===== src/rtl/rxfrm_pkg.sv =====
package rxfrm_pkg;
    localparam int NFLAG   = 4;
    localparam int FLG_EOR = 0;
    localparam int FLG_WL  = 1;
    localparam int FLG_UF  = 2;
    localparam int FLG_OVF = 3;
endpackage


===== src/rtl/rxfrm_packer.sv =====
module rxfrm_packer #(
    parameter int WORD_BYTES = 4,
    parameter int ADDR_W     = 6
) (
    input  logic                    clk,
    input  logic                    rst_n,
    input  logic                    push,
    input  logic                    first,
    input  logic [7:0]              dat,
    input  logic                    flush,
    output logic                    wr_vld,
    output logic [ADDR_W-1:0]       wr_addr,
    output logic [8*WORD_BYTES-1:0] wr_data
);
    localparam int LANE_W = $clog2(WORD_BYTES);
    localparam int DW     = 8 * WORD_BYTES;
    localparam logic [LANE_W-1:0] TOP_LANE = LANE_W'(WORD_BYTES - 1);

    typedef struct packed {
        logic [LANE_W-1:0] lane;
        logic [ADDR_W-1:0] widx;
        logic [DW-1:0]     acc;
        logic              vld;
        logic [ADDR_W-1:0] addr;
        logic [DW-1:0]     data;
    } pk_t;

    pk_t pk_d, pk_q;

    always_comb begin
        logic [LANE_W-1:0] lane_c;
        logic [ADDR_W-1:0] widx_c;
        logic [DW-1:0]     acc_c;
        pk_d     = pk_q;
        pk_d.vld = 1'b0;
        lane_c   = first ? '0 : pk_q.lane;
        widx_c   = first ? '0 : pk_q.widx;
        acc_c    = first ? '0 : pk_q.acc;
        if (push) begin
            acc_c[8*lane_c +: 8] = dat;
            if (lane_c == TOP_LANE) begin
                pk_d.vld  = 1'b1;
                pk_d.addr = widx_c;
                pk_d.data = acc_c;
                pk_d.acc  = '0;
                pk_d.lane = '0;
                pk_d.widx = widx_c + 1'b1;
            end else begin
                pk_d.acc  = acc_c;
                pk_d.lane = lane_c + 1'b1;
                pk_d.widx = widx_c;
            end
        end else if (flush) begin
            if (pk_q.lane != '0) begin
                pk_d.vld  = 1'b1;
                pk_d.addr = pk_q.widx;
                pk_d.data = pk_q.acc;
            end
            pk_d.acc  = '0;
            pk_d.lane = '0;
            pk_d.widx = '0;
        end
    end

    always_ff @(posedge clk or negedge rst_n) begin
        if (!rst_n) pk_q <= '0;
        else        pk_q <= pk_d;
    end

    assign wr_vld  = pk_q.vld;
    assign wr_addr = pk_q.addr;
    assign wr_data = pk_q.data;

    assert_flush_write_R2: assert property (@(posedge clk) disable iff (!rst_n)
        (flush && !push && pk_q.lane != '0) |=> wr_vld);

    assert_write_cause_R1: assert property (@(posedge clk) disable iff (!rst_n)
        wr_vld |-> $past(push || flush));
endmodule


===== src/rtl/rxfrm_flags.sv =====
module rxfrm_flags #(
    parameter int NF = 4
) (
    input  logic          clk,
    input  logic          rst_n,
    input  logic [NF-1:0] set,
    input  logic [NF-1:0] clr,
    input  logic [NF-1:0] en,
    output logic [NF-1:0] status,
    output logic          irq
);
    logic [NF-1:0] flg_d, flg_q;

    always_comb flg_d = (flg_q & ~clr) | set;

    always_ff @(posedge clk or negedge rst_n) begin
        if (!rst_n) flg_q <= '0;
        else        flg_q <= flg_d;
    end

    assign status = flg_q;
    assign irq    = |(flg_q & en);

    for (genvar i = 0; i < NF; i++) begin : g_chk
        assert_set_wins_R9: assert property (@(posedge clk) disable iff (!rst_n)
            set[i] |=> status[i]);
        assert_clear_R9: assert property (@(posedge clk) disable iff (!rst_n)
            (clr[i] && !set[i]) |=> !status[i]);
    end
endmodule


===== src/rtl/rxfrm_evt_mgr.sv =====
module rxfrm_evt_mgr
    import rxfrm_pkg::*;
#(
    parameter int WORD_BYTES = 4,
    parameter int ADDR_W     = 6,
    parameter int LEN_W      = 8
) (
    input  logic                    clk,
    input  logic                    rst_n,
    input  logic                    byte_vld,
    input  logic [7:0]              byte_dat,
    input  logic                    frm_end,
    input  logic                    crc_good,
    input  logic [LEN_W-1:0]        hdr_len,
    input  logic                    native_mode,
    input  logic [LEN_W-1:0]        wl_thresh,
    input  logic [3:0]              flg_clr,
    input  logic [3:0]              flg_en,
    output logic                    wr_vld,
    output logic [ADDR_W-1:0]       wr_addr,
    output logic [8*WORD_BYTES-1:0] wr_data,
    output logic [3:0]              flg_status,
    output logic                    buf_ready,
    output logic                    irq
);
    localparam int CW = LEN_W + 1;

    typedef struct packed {
        logic          in_frm;
        logic          crc_seen;
        logic          ovf_frm;
        logic [CW-1:0] cnt;
        logic          rdy;
    } fs_t;

    fs_t fs_d, fs_q;
    logic [NFLAG-1:0] set_ev;
    logic push, first, flush, uf_hit;

    always_comb begin
        logic [CW-1:0] cnt_nx;
        fs_d   = fs_q;
        set_ev = '0;
        push   = 1'b0;
        first  = 1'b0;
        uf_hit = 1'b0;
        cnt_nx = fs_q.cnt;
        if (byte_vld) begin
            if (fs_q.crc_seen) begin
                set_ev[FLG_OVF] = 1'b1;
                fs_d.ovf_frm    = 1'b1;
            end else begin
                push   = 1'b1;
                first  = !fs_q.in_frm;
                cnt_nx = first ? CW'(1) : fs_q.cnt + 1'b1;
                fs_d.cnt = cnt_nx;
                if (first) fs_d.ovf_frm = 1'b0;
                if (wl_thresh != '0 && cnt_nx == {1'b0, wl_thresh})
                    set_ev[FLG_WL] = 1'b1;
            end
            if (!fs_q.in_frm) fs_d.rdy = 1'b0;
            fs_d.in_frm = 1'b1;
        end
        if (crc_good) fs_d.crc_seen = 1'b1;
        if (frm_end && !byte_vld) begin
            uf_hit = !native_mode && (fs_q.cnt < {1'b0, hdr_len});
            set_ev[FLG_EOR] = !uf_hit;
            set_ev[FLG_UF]  = uf_hit;
            fs_d.rdy      = !uf_hit && !fs_q.ovf_frm;
            fs_d.in_frm   = 1'b0;
            fs_d.crc_seen = 1'b0;
            fs_d.ovf_frm  = 1'b0;
            fs_d.cnt      = '0;
        end
    end

    always_ff @(posedge clk or negedge rst_n) begin
        if (!rst_n) fs_q <= '0;
        else        fs_q <= fs_d;
    end

    assign flush     = frm_end && !byte_vld;
    assign buf_ready = fs_q.rdy;

    rxfrm_packer #(.WORD_BYTES(WORD_BYTES), .ADDR_W(ADDR_W)) u_pack (
        .clk    (clk),
        .rst_n  (rst_n),
        .push   (push),
        .first  (first),
        .dat    (byte_dat),
        .flush  (flush),
        .wr_vld (wr_vld),
        .wr_addr(wr_addr),
        .wr_data(wr_data)
    );

    rxfrm_flags #(.NF(NFLAG)) u_flags (
        .clk   (clk),
        .rst_n (rst_n),
        .set   (set_ev),
        .clr   (flg_clr),
        .en    (flg_en),
        .status(flg_status),
        .irq   (irq)
    );

    assert_uf_no_ready_R5: assert property (@(posedge clk) disable iff (!rst_n)
        (flush && uf_hit) |=> !buf_ready);

    assert_ready_after_end_R8: assert property (@(posedge clk) disable iff (!rst_n)
        $rose(buf_ready) |-> $past(frm_end));

    assert_ovf_sticky_R7: assert property (@(posedge clk) disable iff (!rst_n)
        (flg_status[FLG_OVF] && !flg_clr[FLG_OVF]) |=> flg_status[FLG_OVF]);

    assert_native_no_uf_R6: assert property (@(posedge clk) disable iff (!rst_n)
        (native_mode && !flg_status[FLG_UF]) |=> !flg_status[FLG_UF]);
endmodule


===== config.mk =====
export PLATFORM = sky130hd
export DESIGN_NAME = rxfrm_evt_mgr
export DESIGN_NICKNAME = d
export VERILOG_FILES = /design/src/rtl/rxfrm_pkg.sv /design/src/rtl/rxfrm_packer.sv /design/src/rtl/rxfrm_flags.sv /design/src/rtl/rxfrm_evt_mgr.sv
export SDC_FILE = /design/constraint.sdc
export NUM_CORES = 1
export LEC_CHECK = 0
export CORE_UTILIZATION = 45
export CTS_CLUSTER_SIZE = 28
export DETAILED_ROUTE_END_ITERATION = 7
export GPL_TIMING_DRIVEN = 0
export PLACE_DENSITY = 0.75
export SLEW_MARGIN = 0
export SYNTH_ARGS = -nofsm -noshare
export SYNTH_HDL_FRONTEND = slang
export SYNTH_SLANG_ARGS = --single-unit

===== constraint.sdc =====
create_clock -name clk -period 2.9 [get_ports clk]
set_input_delay 0.29 -clock clk [delete_from_list [all_inputs] [get_ports clk]]
set_output_delay 0.29 -clock clk [all_outputs]
set_load 0.03 [all_outputs]

[Word-level counts from Yosys, hierarchy flattened]
Index checks and enable logic that the tools add are counted.
Word-level totals
  register bits after elaboration: 96
  input bits: 38
  output and inout port bits: 45
  word-level logic and storage cells: 77
Operators by class
  add/sub/neg operators: 4
  $lt $le $gt $ge: 1
  equality and inequality tests: 6
  shift operators: 2
  muxes and demuxes: 28
  bitwise logic cells: 4
  reductions and logical operators: 20
Operators by type and width (number)
  $mux 79: 2
  $mux 39: 2
  $mux 40: 1
  $neg 5->34: 1
  $shift 8x34->32 const A: 1
  $shiftx 8x34->32: 1
  $bwmux 32: 1
  $mux 32: 1
  $mux 9: 2
  $mux 1: 15
  $mux 13: 1
  $mux 11: 1
  $reduce_bool 2->1: 5
  $add 9x1->9 const B: 1
  $eq 9x8->1: 1
  $lt 9x8->1: 1
  $and 4x4->4: 2
  $reduce_bool 8->1: 1
  $add 6x1->6 const B: 1
  $mux 6: 1
  $ne 2x1->1 const B: 3
  $reduce_and 2->1: 3
  $logic_not 1->1: 5
  $logic_and 1x1->1: 4
  other kinds (8): 8

[Logic depth before layout (Yosys ltp)]
  word-level depth: 9
  gate-level depth with buffers: 11
  gate-level depth less buffers: 9

[Hierarchy]
A second synthesis with hierarchy kept.
Unflattened totals
  cell total of the unflattened synthesis: 531
  area, all modules: 5363.9 um^2
By module, submodules not included
  rxfrm_packer: instances 1, cells an instance 379, area an instance 4043.9 um^2, sequential area each 1976.9 um^2
  rxfrm_evt_mgr: instances 1, cells an instance 137, area an instance 1154.9 um^2, sequential area each 325.3 um^2
  rxfrm_flags: instances 1, cells an instance 15, area an instance 165.2 um^2, sequential area each 100.1 um^2

[Worst setup path after synthesis]
Ideal clock, no wire load.
  path type: register to register
  start point: register fs_q[11] in the netlist's numbering
  end point: register u_pack.pk_q, in the netlist u_pack.wr_data[16]
  setup time: 66 ps
  data arrival time: 2376 ps
  required time: 2834 ps
  slack: 458 ps
  stages on the path, launching flop included: 12
  clock period less this slack: 2442 ps
  cell sequence: dfrtp_1 nand2b_4 buf_8 o21ai_0 inv_1 ha_1 buf_1 a21oi_1 buf_2 buf_2 a222oi_1 inv_1
Between the ends
  longest elaborated chain between the ends: 8
  elaborated cells between the ends (all ways): 17
RTL lines
  start: declaration: line rxfrm_evt_mgr.sv:36  | fs_t fs_d, fs_q;
  start signal: assignment: line rxfrm_evt_mgr.sv:79  | else fs_q <= fs_d;
  $mux 1: line rxfrm_evt_mgr.sv:49  | if (fs_q.crc_seen) begin
  $mux 1: line rxfrm_evt_mgr.sv:48  | if (byte_vld) begin
  $mux 2: line rxfrm_packer.sv:36  | lane_c = first ? '0 : pk_q.lane;
  $neg 5->34: line rxfrm_packer.sv:40  | acc_c[8*lane_c +: 8] = dat;
  $shiftx 8x34->32 or $shift 8x34->32 (tied branches): line rxfrm_packer.sv:40
  $bwmux 32: line rxfrm_packer.sv:40
  $mux 39: line rxfrm_packer.sv:41  | if (lane_c == TOP_LANE) begin
  $mux 79: line rxfrm_packer.sv:39  | if (push) begin
  end signal: assignment: line rxfrm_packer.sv:67  | else pk_q <= pk_d;
  end: declaration: line rxfrm_packer.sv:28  | pk_t pk_d, pk_q;
Several ways; a longest one is shown, not always the timed one. The select of a mux whose other input is x is not followed.
A chain may end at the register's enable or synchronous reset.

[Worst setup path in the final report]
  start point: input byte_vld
  end point: register u_pack.pk_q, in the netlist u_pack.wr_data[16]
Between the ends
  longest elaborated chain between the ends: 7
  elaborated cells between the ends (all ways): 17
RTL lines
  start: declaration: line rxfrm_evt_mgr.sv:10  | input logic byte_vld,
  $mux 1: line rxfrm_evt_mgr.sv:48
  $mux 2: line rxfrm_packer.sv:36
  $neg 5->34: line rxfrm_packer.sv:40
  $shiftx 8x34->32 or $shift 8x34->32 (tied branches): line rxfrm_packer.sv:40
  $bwmux 32: line rxfrm_packer.sv:40
  $mux 39: line rxfrm_packer.sv:41
  $mux 79: line rxfrm_packer.sv:39
Several ways; a longest one is shown, not always the timed one. The select of a mux whose other input is x is not followed.

==> flow_summary_export.csv <==
group,metric,value,unit
run_status,status,"complete, no violations",
synth,yosysWarningCount,0,
timing,drv_slew,0,
synth,syn-num-nets,515,
timing,whs,0.406,ns
place,gpl.final_weighted_congestion,0.833,
finish,area_growth,24.1,%
synth,netlist.area_leader.share,49.2,%
clocking,path_clk_slew,0.10,ns
worst_setup_path,cp_cell_sequence,"clkdlybuf4s50_1 -> nand2b_4 -> buf_8 -> o21ai_2 -> inv_1 -> ha_1 -> clkbuf_2 -> a21oi_2 -> buf_2 -> buf_2 -> a222oi_1 -> inv_1",
die,die_height,106,µm
grt,grt_overflow,0,
timing,slew_headroom,59.8,%
timing,setup_viol,0,
finish,diodes,0,
detailed_routing,final_antenna_net_count,0,
timing,max_freq,373,MHz
finish,n_fill_cell,893,
grt,grt_pass1_vias,3810,
worst_setup_path,crit_path_end_kind,"register",
synth,async_reset_ff_share,100,%
pwr,leakage,3.10,nW
flow_run,cap_violations,0,
synth,synth_area_leaders,"dfrtp_1 49%, a22o_1 7.9%, a222oi_1 6.6%",
timing,layout_min_cycle_time,2.68,ns
timing,rsz0062_at_grt,"no",
timing,fin_crit_sh,92.4,%
detailed_routing,drcViolationCount,0,
die,core_area,0.0104,mm²
worst_setup_path,max_stage_delay,0.63,ns
detailed_routing,drt_iter0_markers,359,
clocking,clkLatencyLatePin,0.37,ns
timing,final_hold_viol_count,0,
pwr,powerDensity,477,mW/mm²
clocking,cts_tree,"built",
grt,track_usage,20.7,%
detailed_routing,via_per_inst,5.53,
die,start_util,46.9,%
worst_setup_path,cp.required,3.20,ns
finish,nets,602,
detailed_routing,routed-via-count,3811,
timing,clock_skew,0.0100,ns
die,die-area,0.0113,mm²
synth,synth_seq_area_share,49.2,%
synth,synthFlopType,"dfrtp_1",
worst_setup_path,reg2reg_setup_slack,0.25,ns
timing,final.setup.tns,0,ns
detailed_routing,routed_wl,11000,µm
synth,synth-seq-cells,96,
clocking,cts_setup_buffers,0,
clocking,cts_sinks,96,
grt,antenna_found_initial,0,
synth,synth_edf_count,0,
detailed_routing,dr.pass1.iters,8,
die,rows,37,
place,hpwl,7950,µm
synth,synth_cell_types,59,
synth,syn-cell-area,0.00488,mm²
detailed_routing,avgRoutedWirePerCell,15.9,µm
worst_setup_path,worstPathMaxFanout,10,
timing,worstMarginPinSlew,0.600,ns
clocking,cts-root-buf,"clkbuf_8",
finish,design_area,0.00606,mm²
worst_setup_path,criticalPathCategory,"in2reg",
synth,yosys.area.top_type,"dfrtp_1",
finish,drive_gt1_share,17.0,%
clocking,cts_buffers,9,
die,die_w,106,µm
synth,yosys-top-cells-count,"96 x dfrtp_1, 50 x inv_1, 44 x a22o_1",
grt,grt_first_pass_wirelength,18400,µm
clocking,cts_buffer_depth,2,
clocking,cts_max_level,3,
worst_hold_path,hold_path.class,"in2reg",
synth,synth_area_per_cell,10.6,µm²
worst_setup_path,slowest_stage,"clkdlybuf4s50_1",
grt,grt_max_degree,59,
pwr,vdd_drop_max,269,µV
worst_setup_path,worst-path-buf-inv,7,
synth,syn_inst,461,
place,dpl-instance-area,0.00582,mm²
place,place.port_buffers,74,
worst_setup_path,critPathLaunchType,"input pin",
die,io_pins,83,
worst_setup_path,cp_top_family,"buffers and inverters",
finish,final_core_util,58.2,%
worst_setup_path,arrival,2.98,ns
synth,yosys.cell_count.top_type,"dfrtp_1",
## state kept, by name, summed over array words and instances (netlist names)
name	flops
buf_ready	1
fs_q	12
u_flags.status	4
u_pack.pk_q	40
u_pack.wr_addr	6
u_pack.wr_data	32
u_pack.wr_vld	1
## worst paths after layout
path,from,to,cells after the start
worst min register to register,u_pack.wr_data[5],u_pack.wr_data[5],2
max in group asynchronous,rst_n,u_pack.wr_data[17],3
min in group asynchronous,rst_n,u_pack.wr_data[8],2
worst min-delay path,byte_dat[5],u_pack.pk_q[60],2
worst max-delay path,byte_vld,u_pack.wr_data[16],12
worst max register to register,fs_q[11],u_pack.wr_data[16],11
## cells by family after synthesis
logic type | after synthesis | synth area share (%)
buffers and inverters | 111 | 12.4
AND/OR/NAND/NOR | 86 | 9.20
multiplexers | 2 | 0.436
flip-flops | 96 | 49.2
adder cells (fa/ha/maj) | 16 | 4.10
XOR/XNOR | 10 | 1.79
AO/OA/AOI/OAI | 140 | 22.9
## final cells by class
type / count / area [µm²] / share of cell area (%)
Buffer: 59 / 410 / 6.77
Clock buffer: 10 / 128 / 2.11
Clock inverter: 6 / 70.1 / 1.16
Inverter: 52 / 195 / 3.22
Multi-Input combinational cell: 254 / 1910 / 31.5
Sequential cell: 96 / 2400 / 39.6
Tap cell: 136 / 170 / 2.81
Timing Repair Buffer: 76 / 776 / 12.8
## layer usage
metal,GRT usage [%],part of all wire [%],vias to the layer above
met2,32.8,48,123
met4,6.35,1.3,0
met1,28.2,46,1852
li1,-,-,1823
met5,0,0,-
met3,4.90,5.5,13
## cells in the final DEF, fill, tap and decap left out, types with 5 or more instances in the layout
cell	n
buf_4	39
xor2_1	6
clkdlybuf4s50_1	73
clkbuf_8	9
o21ai_2	10
nand3_1	6
buf_1	8
nor2_1	18
clkbuf_1	5
nand2_1	29
o21ai_0	18
a22o_1	44
inv_1	50
nor2b_1	5
a21oi_1	10
a222oi_1	32
dfrtp_1	96
ha_1	16
## where the power goes
part | switching [W] | total, W | internal (W)
Sequential | 0.0000478 | 0.00144 | 0.00140
Combinational | 0.000340 | 0.000577 | 0.000236
Clock | 0.000467 | 0.000870 | 0.000404
Total | 0.000855 | 0.00289 | 0.00204
## through the flow
stage | power (W) | cells | setup WS (ns)
3_5_place_dp | 0.00203 | 672 | -0.560
3_3_place_gp | 0.00201 | 671 | -1.80
4_1_cts | 0.00290 | 689 | -0.0310
2_1_floorplan | 0.00181 | 461 | 0.458
6_report | 0.00289 | 689 | 0.221
5_1_grt | 0.00302 | 689 | 0.0151
## repair_timing
action / CTS / global route
hold buffers: 1 / 0
hold endpoints to repair: 38 / 0
endpoints found under the setup margin: 39 / 39
resized for setup: 1 / 11
Note: power is estimated with default switching activity, not from simulation.
